`src/rtl/sws_pkg.sv`:
```
package sws_pkg;
  // source currently timing the switching cycles
  typedef enum logic {
    SRC_INTERNAL = 1'b0,
    SRC_EXTERNAL = 1'b1
  } src_e;
endpackage

```
`src/rtl/sws_sync_edge.sv`:
```
module sws_sync_edge #(
  parameter int STAGES = 2
) (
  input  logic clk,
  input  logic rst_n,
  input  logic pin_async,
  output logic rise
);
  logic [STAGES-1:0] chain_q;
  logic [STAGES-1:0] chain_d;
  logic              last_q;

  // synchronizer chain, one flop per stage
  assign chain_d[0] = pin_async;
  generate
    for (genvar g = 1; g < STAGES; g++) begin : g_stage
      assign chain_d[g] = chain_q[g-1];
    end
  endgenerate

  always_ff @(posedge clk or negedge rst_n) begin
    if (!rst_n) begin
      chain_q <= '0;
      last_q  <= 1'b0;
    end else begin
      chain_q <= chain_d;
      last_q  <= chain_q[STAGES-1];
    end
  end

  assign rise = chain_q[STAGES-1] & ~last_q;
endmodule

```
`src/rtl/sws_gap_timer.sv`:
```
module sws_gap_timer #(
  parameter int MIN_GAP = 9,
  parameter int MAX_GAP = 18
) (
  input  logic clk,
  input  logic rst_n,
  input  logic start,
  output logic gap_ok,
  output logic gap_full
);
  localparam int W = $clog2(MAX_GAP + 1);
  localparam logic [W-1:0] OK_AT   = W'(MIN_GAP - 1);
  localparam logic [W-1:0] FULL_AT = W'(MAX_GAP - 1);
  localparam logic [W-1:0] SAT_AT  = W'(MAX_GAP);

  logic [W-1:0] cnt_q;
  logic [W-1:0] cnt_d;
  logic         cnt_en;

  // counts clocks elapsed since the last emitted start
  always_comb begin
    cnt_en = 1'b1;
    cnt_d  = cnt_q;
    if (start) begin
      cnt_d = '0;
    end else if (cnt_q != SAT_AT) begin
      cnt_d = cnt_q + 1'b1;
    end else begin
      cnt_en = 1'b0;
    end
  end

  // reset value lets the first start pass without forcing a filler
  always_ff @(posedge clk or negedge rst_n) begin
    if (!rst_n) begin
      cnt_q <= OK_AT;
    end else if (cnt_en) begin
      cnt_q <= cnt_d;
    end
  end

  assign gap_ok   = (cnt_q >= OK_AT);
  assign gap_full = (cnt_q >= FULL_AT);
endmodule

```
`src/rtl/sws_lock_ctl.sv`:
```
module sws_lock_ctl
  import sws_pkg::*;
#(
  parameter int TMO_CYC = 48
) (
  input  logic clk,
  input  logic rst_n,
  input  logic rise,
  output logic ext_on
);
  localparam int W = $clog2(TMO_CYC + 1);
  localparam logic [W-1:0] LAST = W'(TMO_CYC - 1);

  src_e         src_q, src_d;
  logic [W-1:0] tmo_q, tmo_d;
  logic         reg_en;

  always_comb begin
    src_d  = src_q;
    tmo_d  = tmo_q;
    reg_en = 1'b0;
    if (rise) begin
      // a fresh edge locks (or keeps) the external source and restarts the window
      src_d  = SRC_EXTERNAL;
      tmo_d  = '0;
      reg_en = 1'b1;
    end else if (src_q == SRC_EXTERNAL) begin
      reg_en = 1'b1;
      if (tmo_q >= LAST) begin
        src_d = SRC_INTERNAL;
        tmo_d = '0;
      end else begin
        tmo_d = tmo_q + 1'b1;
      end
    end
  end

  always_ff @(posedge clk or negedge rst_n) begin
    if (!rst_n) begin
      src_q <= SRC_INTERNAL;
      tmo_q <= '0;
    end else if (reg_en) begin
      src_q <= src_d;
      tmo_q <= tmo_d;
    end
  end

  assign ext_on = (src_q == SRC_EXTERNAL);
endmodule

```
`src/rtl/sws_clk_select.sv`:
```
module sws_clk_select #(
  parameter int SYS_PER_INT = 12,
  parameter int TMO_PERIODS = 4,
  parameter int MIN_GAP     = 9,
  parameter int MAX_GAP     = 18,
  parameter int SYNC_STAGES = 2
) (
  input  logic clk,
  input  logic rst_n,
  input  logic int_tick,
  input  logic sync_pin,
  output logic cycle_start,
  output logic ext_active
);
  localparam int TMO_CYC = TMO_PERIODS * SYS_PER_INT;

  logic edge_rise;
  logic gap_ok, gap_full;
  logic want_ext, fire_ext, fire_int, fire_fill;
  logic start_d, start_q;
  logic pend_d, pend_q;

  sws_sync_edge #(.STAGES(SYNC_STAGES)) u_sync (
    .clk       (clk),
    .rst_n     (rst_n),
    .pin_async (sync_pin),
    .rise      (edge_rise)
  );

  sws_gap_timer #(.MIN_GAP(MIN_GAP), .MAX_GAP(MAX_GAP)) u_gap (
    .clk      (clk),
    .rst_n    (rst_n),
    .start    (start_d),
    .gap_ok   (gap_ok),
    .gap_full (gap_full)
  );

  sws_lock_ctl #(.TMO_CYC(TMO_CYC)) u_lock (
    .clk    (clk),
    .rst_n  (rst_n),
    .rise   (edge_rise),
    .ext_on (ext_active)
  );

  // start arbitration: external edge (new or deferred) first, then
  // the internal strobe, then the period cap
  always_comb begin
    want_ext  = edge_rise | pend_q;
    fire_ext  = want_ext & gap_ok;
    fire_int  = ~ext_active & ~want_ext & int_tick & gap_ok;
    fire_fill = ~want_ext & gap_full;
    start_d   = fire_ext | fire_int | fire_fill;
    pend_d    = want_ext & ~gap_ok;
  end

  always_ff @(posedge clk or negedge rst_n) begin
    if (!rst_n) begin
      start_q <= 1'b0;
      pend_q  <= 1'b0;
    end else begin
      start_q <= start_d;
      pend_q  <= pend_d;
    end
  end

  assign cycle_start = start_q;
endmodule

```
`config.mk`:
```
export PLATFORM = sky130hd
export DESIGN_NAME = sws_clk_select
export DESIGN_NICKNAME = d
export VERILOG_FILES = /design/src/rtl/sws_pkg.sv /design/src/rtl/sws_sync_edge.sv /design/src/rtl/sws_gap_timer.sv /design/src/rtl/sws_lock_ctl.sv /design/src/rtl/sws_clk_select.sv
export SDC_FILE = /design/constraint.sdc
export NUM_CORES = 1
export LEC_CHECK = 0
export BUFFER_PORTS_ARGS = -buffer_cell sky130_fd_sc_hd__buf_2
export CAP_MARGIN = 20
export CELL_PAD_IN_SITES_DETAIL_PLACEMENT = 1
export CELL_PAD_IN_SITES_GLOBAL_PLACEMENT = 1
export CORE_MARGIN = 2
export CORE_UTILIZATION = 52
export CTS_BUF_LIST = sky130_fd_sc_hd__clkbuf_4 sky130_fd_sc_hd__clkbuf_8
export CTS_CLUSTER_DIAMETER = 100
export DETAILED_ROUTE_END_ITERATION = 10
export MAX_ROUTING_LAYER = met4
export PLACE_DENSITY_LB_ADDON = 0.1
export SYNTH_ARGS = -nofsm -noshare
export SYNTH_HDL_FRONTEND = slang
export SYNTH_HIERARCHICAL = 1
export SYNTH_SLANG_ARGS = --single-unit
```
`constraint.sdc`:
```
create_clock -name clk -period 2.88 [get_ports clk]
set_input_delay 0.432 -clock clk [delete_from_list [all_inputs] [get_ports clk]]
set_output_delay 0.432 -clock clk [all_outputs]
set_load 0.01 [all_outputs]
```
-- After elaboration in Yosys (flattened, before gate mapping)
Index checks and enable logic that the tools add are counted.
- output and inout port bits: 2
- bits in read-only memories: 0
- memories kept: 0
- bits in latches: 0
- bits in writable memories: 0
- register bits: 17
- input port bits: 4
- word-level logic and storage cells: 43
- magnitude comparators: 3
- bitwise gates (word level): 14
- mux-type cells: 12
- $mul: 0
- add/sub/neg operators: 2
- divide/modulo/power cells: 0
- equal/unequal tests: 1
- shifts and indexed selects: 0
- reduce and logical (&&, ||, !) cells: 4
- operators with widths (cell ; count):
    $mux W6 ; 3
    $mux W5 ; 2
    $and A1 B1 Y1 ; 7
    $mux W1 ; 7
    $add A6 B1 Y6 const B ; 1
    $ge A6 B6 Y1 const B ; 1
    $add A5 B1 Y5 const B ; 1
    $ge A5 B4 Y1 const B ; 1
    $ge A5 B5 Y1 const B ; 1
    $ne A5 B5 Y1 const B ; 1
    $not A1 Y1 ; 4
    $reduce_and A2 Y1 ; 2
    $reduce_bool A2 Y1 ; 2
    $or A1 B1 Y1 ; 3

-- Longest topological paths before layout
- depth after elaboration: 11
- mapped depth: 7
- depth with buffers taken out: 7

-- Modules after synthesis
The synthesis kept the hierarchy.
- by module, submodules not included (module ; area each (um^2) ; cells each ; seq. area each (um^2) ; instances):
    sws_lock_ctl ; 390.4 ; 40 ; 175.2 ; 1
    sws_gap_timer ; 334.1 ; 31 ; 126.4 ; 1
    sws_sync_edge ; 88.8 ; 4 ; 75.1 ; 1
    sws_clk_select ; 77.6 ; 7 ; 50.0 ; 1

-- Worst setup path before layout
Ideal clock, no wire load.
- path type: flip-flop to flip-flop
- from: register u_gap.cnt_q[1]
- to: register u_gap.cnt_q[1]
- path buffers: 0
- path slack: 1276 ps
- stages on the path, launching flop included: 8
- data required time: 2801 ps
- period minus slack after synthesis: 1604 ps
- data arrival time: 1525 ps
- library setup time: 79 ps
- cell sequence: dfrtp_1 -> inv_1 -> ha_1 -> nor4_1 -> a21boi_1 -> a22o_1 -> nand2b_1 -> mux2i_1
- elaborated cells between the ends (all ways): 15
- classes of those cells: add/sub (1); order compare (2); eq/ne (1); mux (4); bitwise (5); reduce/logical (2)
- RTL lines (element ; line ; RTL):
    from (decl) ; sws_gap_timer.sv:16 ; logic [W-1:0] cnt_q;
    from (signal assigned) ; sws_gap_timer.sv:38 ; cnt_q <= cnt_d;
    $ge A5 B5 Y1 (*) ; sws_gap_timer.sv:43 ; assign gap_full = (cnt_q >= FULL_AT);
    named net gap_full ; sws_clk_select.sv:18 ; logic gap_ok, gap_full;
    $and A1 B1 Y1 (*) ; sws_clk_select.sv:51 ; fire_fill = ~want_ext & gap_full;
    $or A1 B1 Y1 (*) ; sws_clk_select.sv:52 ; start_d = fire_ext | fire_int | fire_fill;
    named net start_d ; sws_clk_select.sv:20 ; logic start_d, start_q;
    $reduce_bool A2 Y1 (no source line) / $mux W1 (equally long branches) ; - ;
    $reduce_and A2 Y1 (no source line) ; - ;
The timed path passes the listed nets; every way through them passes the cells marked *. The select of a mux whose other input is x is not followed.
A chain may end at the register's enable or synchronous reset.

-- Worst setup path in the final report
Ends and elaborated chain as after synthesis.

==> flow_metrics.py <==
metrics = {
    "critical_path": {
        "r2r-start": "u_gap/cnt_q[1]",
        "worstPathRequired_ns": 3.09,
        "end_kind": "register",
        "rrSetupSlack_ns": 0.99,
        "crit_path_max_fanout": 10,
        "reg2reg_depth": 7,
        "worstPathArrival_ns": 2.09,
        "r2r-end": "u_gap/cnt_q[1]",
        "critPathKind": "reg -> reg",
        "worstSetupStartpointType": "register",
    },
    "cts": {
        "cts-htree-levels": 1,
        "cts_setup_buffers": 0,
        "ctsHoldBuffers": 0,
        "worst_setup_hold_path_clk_slew_ns": 0.09,
        "cts_inserted_buffers": 3,
        "cts.sinks": 17,
        "clk_latency_ns": 0.29,
        "cts_tree": "built",
        "cts_root_buf": "clkbuf_4",
        "clock_path_buffers": 2,
        "cts_resized": 0,
    },
    "floorplan": {
        "die_w_um": 45.4,
        "initial_core_util_pct": 57.1,
        "die_h_um": 45.4,
        "core_mm2": 0.00156,
        "rows": 14,
        "io_pins": 6,
        "die_area_mm2": 0.00206,
    },
    "synth": {
        "synth_seq_area_share_pct": 47.9,
        "ys_ff_latch": 17,
        "ys.warnings.count": 6,
        "syn-num-nets": 91,
        "synth_edf_count": 0,
        "netlist_area_um2": 891,
        "syn-instance-count": 82,
        "synth-main-ff-cell": "dfrtp_1",
        "synth_cell_types": 38,
        "synth_top_area_cell": "dfrtp_1",
        "async_flop_share_pct": 100,
        "yosysTopAreaCellShare_pct": 44.9,
        "syn_avg_cell_area_um2": 10.9,
        "synth.area.top_cells": "dfrtp_1, ha_1, dfstp_2, a21oi_1, mux2_1",
    },
    "global_route": {
        "grt_max_degree": 18,
        "grt_pass1_wl_um": 2970,
        "grt_overflow": 0,
        "grt_pass1_vias": 662,
        "antenna_found_initial": 0,
        "track_usage_pct": 21.6,
    },
    "placement": {
        "hpwl_um": 1290,
        "gp_congestion": 0.783,
        "port_buffers": 5,
    },
    "detailed_routing": {
        "drt_iter0_drc": 12,
        "ant_nets": 0,
        "via_count": 659,
        "drt_pre_antenna_iters": 4,
        "vias_per_cell": 6.28,
        "totalWireLength_um": 1800,
        "wl_per_cell_um": 17.1,
        "drc": 0,
    },
    "layout": {
        "n_fill_cell": 177,
        "layout_commonest_cell": "dfrtp_1",
        "nets": 99,
        "final_cell_mix": "dfrtp_1, nor2_1",
        "multiInputGateArea_um2": 424,
        "diodes": 0,
        "syn_to_final_growth_pct": 5.76,
        "regArea_um2": 427,
        "drive_gt1_share_pct": 19.1,
    },
    "worst_hold_path": {
        "hold_path_class": "in -> async",
    },
    "timing": {
        "worstMarginPinSlew_ns": 0.366,
        "finalCriticalPeriod_ns": 1.89,
        "holdWs_ns": 0.0431,
        "slew_headroom_pct": 75.6,
        "fmax_ghz": 0.530,
        "hold_violations": 0,
        "period_share_pct": 65.5,
        "tns_ns": 0,
        "finalSetupViolations": 0,
        "drv_slew": 0,
        "finClkSkew_ns": 0.00210,
        "rsz0062_at_grt": "no",
    },
    "power": {
        "power_density_mw_per_mm2": 863,
        "vdd_drop_max_uv": 538,
        "p_leak_nw": 0.421,
    },
    "outcome": {
        "outcome": "complete, no violations",
    },
    "job": {
        "maxCapViolCount": 0,
    },
}
==> critical path, stage by stage, from the launching register on <==
cell,delay [ns]
dfrtp_1,0.45
inv_1,0.10
ha_1,0.19
nor4_1,0.27
a21boi_1,0.11
a22o_1,0.33
nand2b_1,0.20
mux2i_1,0.17
==> state kept, by name (all words and copies together) (netlist names) <==
name,count
pend_q,1
u_lock/tmo_q,6
u_lock/ext_on,1
u_sync/chain_q,2
u_gap/cnt_q,5
u_sync/last_q,1
cycle_start,1
==> cells by family (layout without fill, tap and decap cells) <==
| family | after synthesis | count (layout) | share of synthesized area (%) |
|---|---|---|---|
| muxes | 4 | 4 | 5.34 |
| adders and majority gates | 5 | 5 | 7.02 |
| DFF | 17 | 17 | 47.9 |
| AOI/OAI and AO/OA | 21 | 21 | 15.4 |
| buffers and inverters | 7 | 14 | 4.49 |
| and+or+nand+nor | 27 | 27 | 18.8 |
| xor gates and xnor gates | 1 | 1 | 0.983 |
==> per-stage QoR <==
step / std cells / total power (W) / utilization (%) / cell area [um2] / setup WS, ns
2_1_floorplan: 82 / 0.000607 / - / 891 / 1.28
3_3_place_gp: 101 / 0.000658 / 58.7 / 915 / 1.17
3_5_place_dp: 101 / 0.000694 / 58.7 / 915 / 1.03
4_1_cts: 105 / 0.000820 / 60.4 / 942 / 0.998
5_1_grt: 105 / 0.000875 / 60.4 / 942 / 0.813
6_report: 105 / 0.000813 / 60.4 / 942 / 0.995
==> report_power, final <==
part	switching (W)	internal (W)	leakage, nW
logic	0.000141	0.000144	0.195
clock network	0.0000721	0.0000516	0.0177
registers	0.0000925	0.000311	0.209
==> worst max-delay path by stage <==
stage                         from        endpoint  slack (ns)  depth (start not counted)
floorplan           u_gap/cnt_q[1]  u_gap/cnt_q[1]        1.28                          7
global placement    u_gap/cnt_q[1]  u_gap/cnt_q[1]        1.17                          7
detailed placement  u_gap/cnt_q[1]  u_gap/cnt_q[1]        1.03                          7
CTS                 u_gap/cnt_q[1]  u_gap/cnt_q[1]         1.0                          7
global route        u_gap/cnt_q[1]  u_gap/cnt_q[1]        0.81                          7
finish              u_gap/cnt_q[1]  u_gap/cnt_q[1]        0.99                          7
==> cells in the mapped netlist (2+ instances only) <==
library cell	n
o21ai_1	3
nand3_1	4
nor2b_1	3
nand2b_1	2
dfrtp_1	16
nor2_1	6
inv_1	5
ha_1	5
mux2_1	2
o21ai_0	3
a21oi_1	5
a31oi_1	2
==> area by class of cell <==
cell class | instances | share of cell area [%]
multi-input combinational | 58 | 45.0
inverter | 5 | 1.99
sequential | 17 | 45.3
tap | 16 | 2.12
timing repair buffer | 5 | 2.66
clock buffer | 3 | 2.39
clock inverter | 1 | 0.531
==> per-layer routing <==
metal  GRT usage [%]  vias to the layer above  share of wire [%]
li1                -                      307                  -
met1            26.2                      334                 45
met2            33.2                       14                 49
met3            7.94                        4                4.9
met4            7.06                        0                1.4
met5               -                        -                  0
Note: power is estimated with default switching activity, not from simulation.
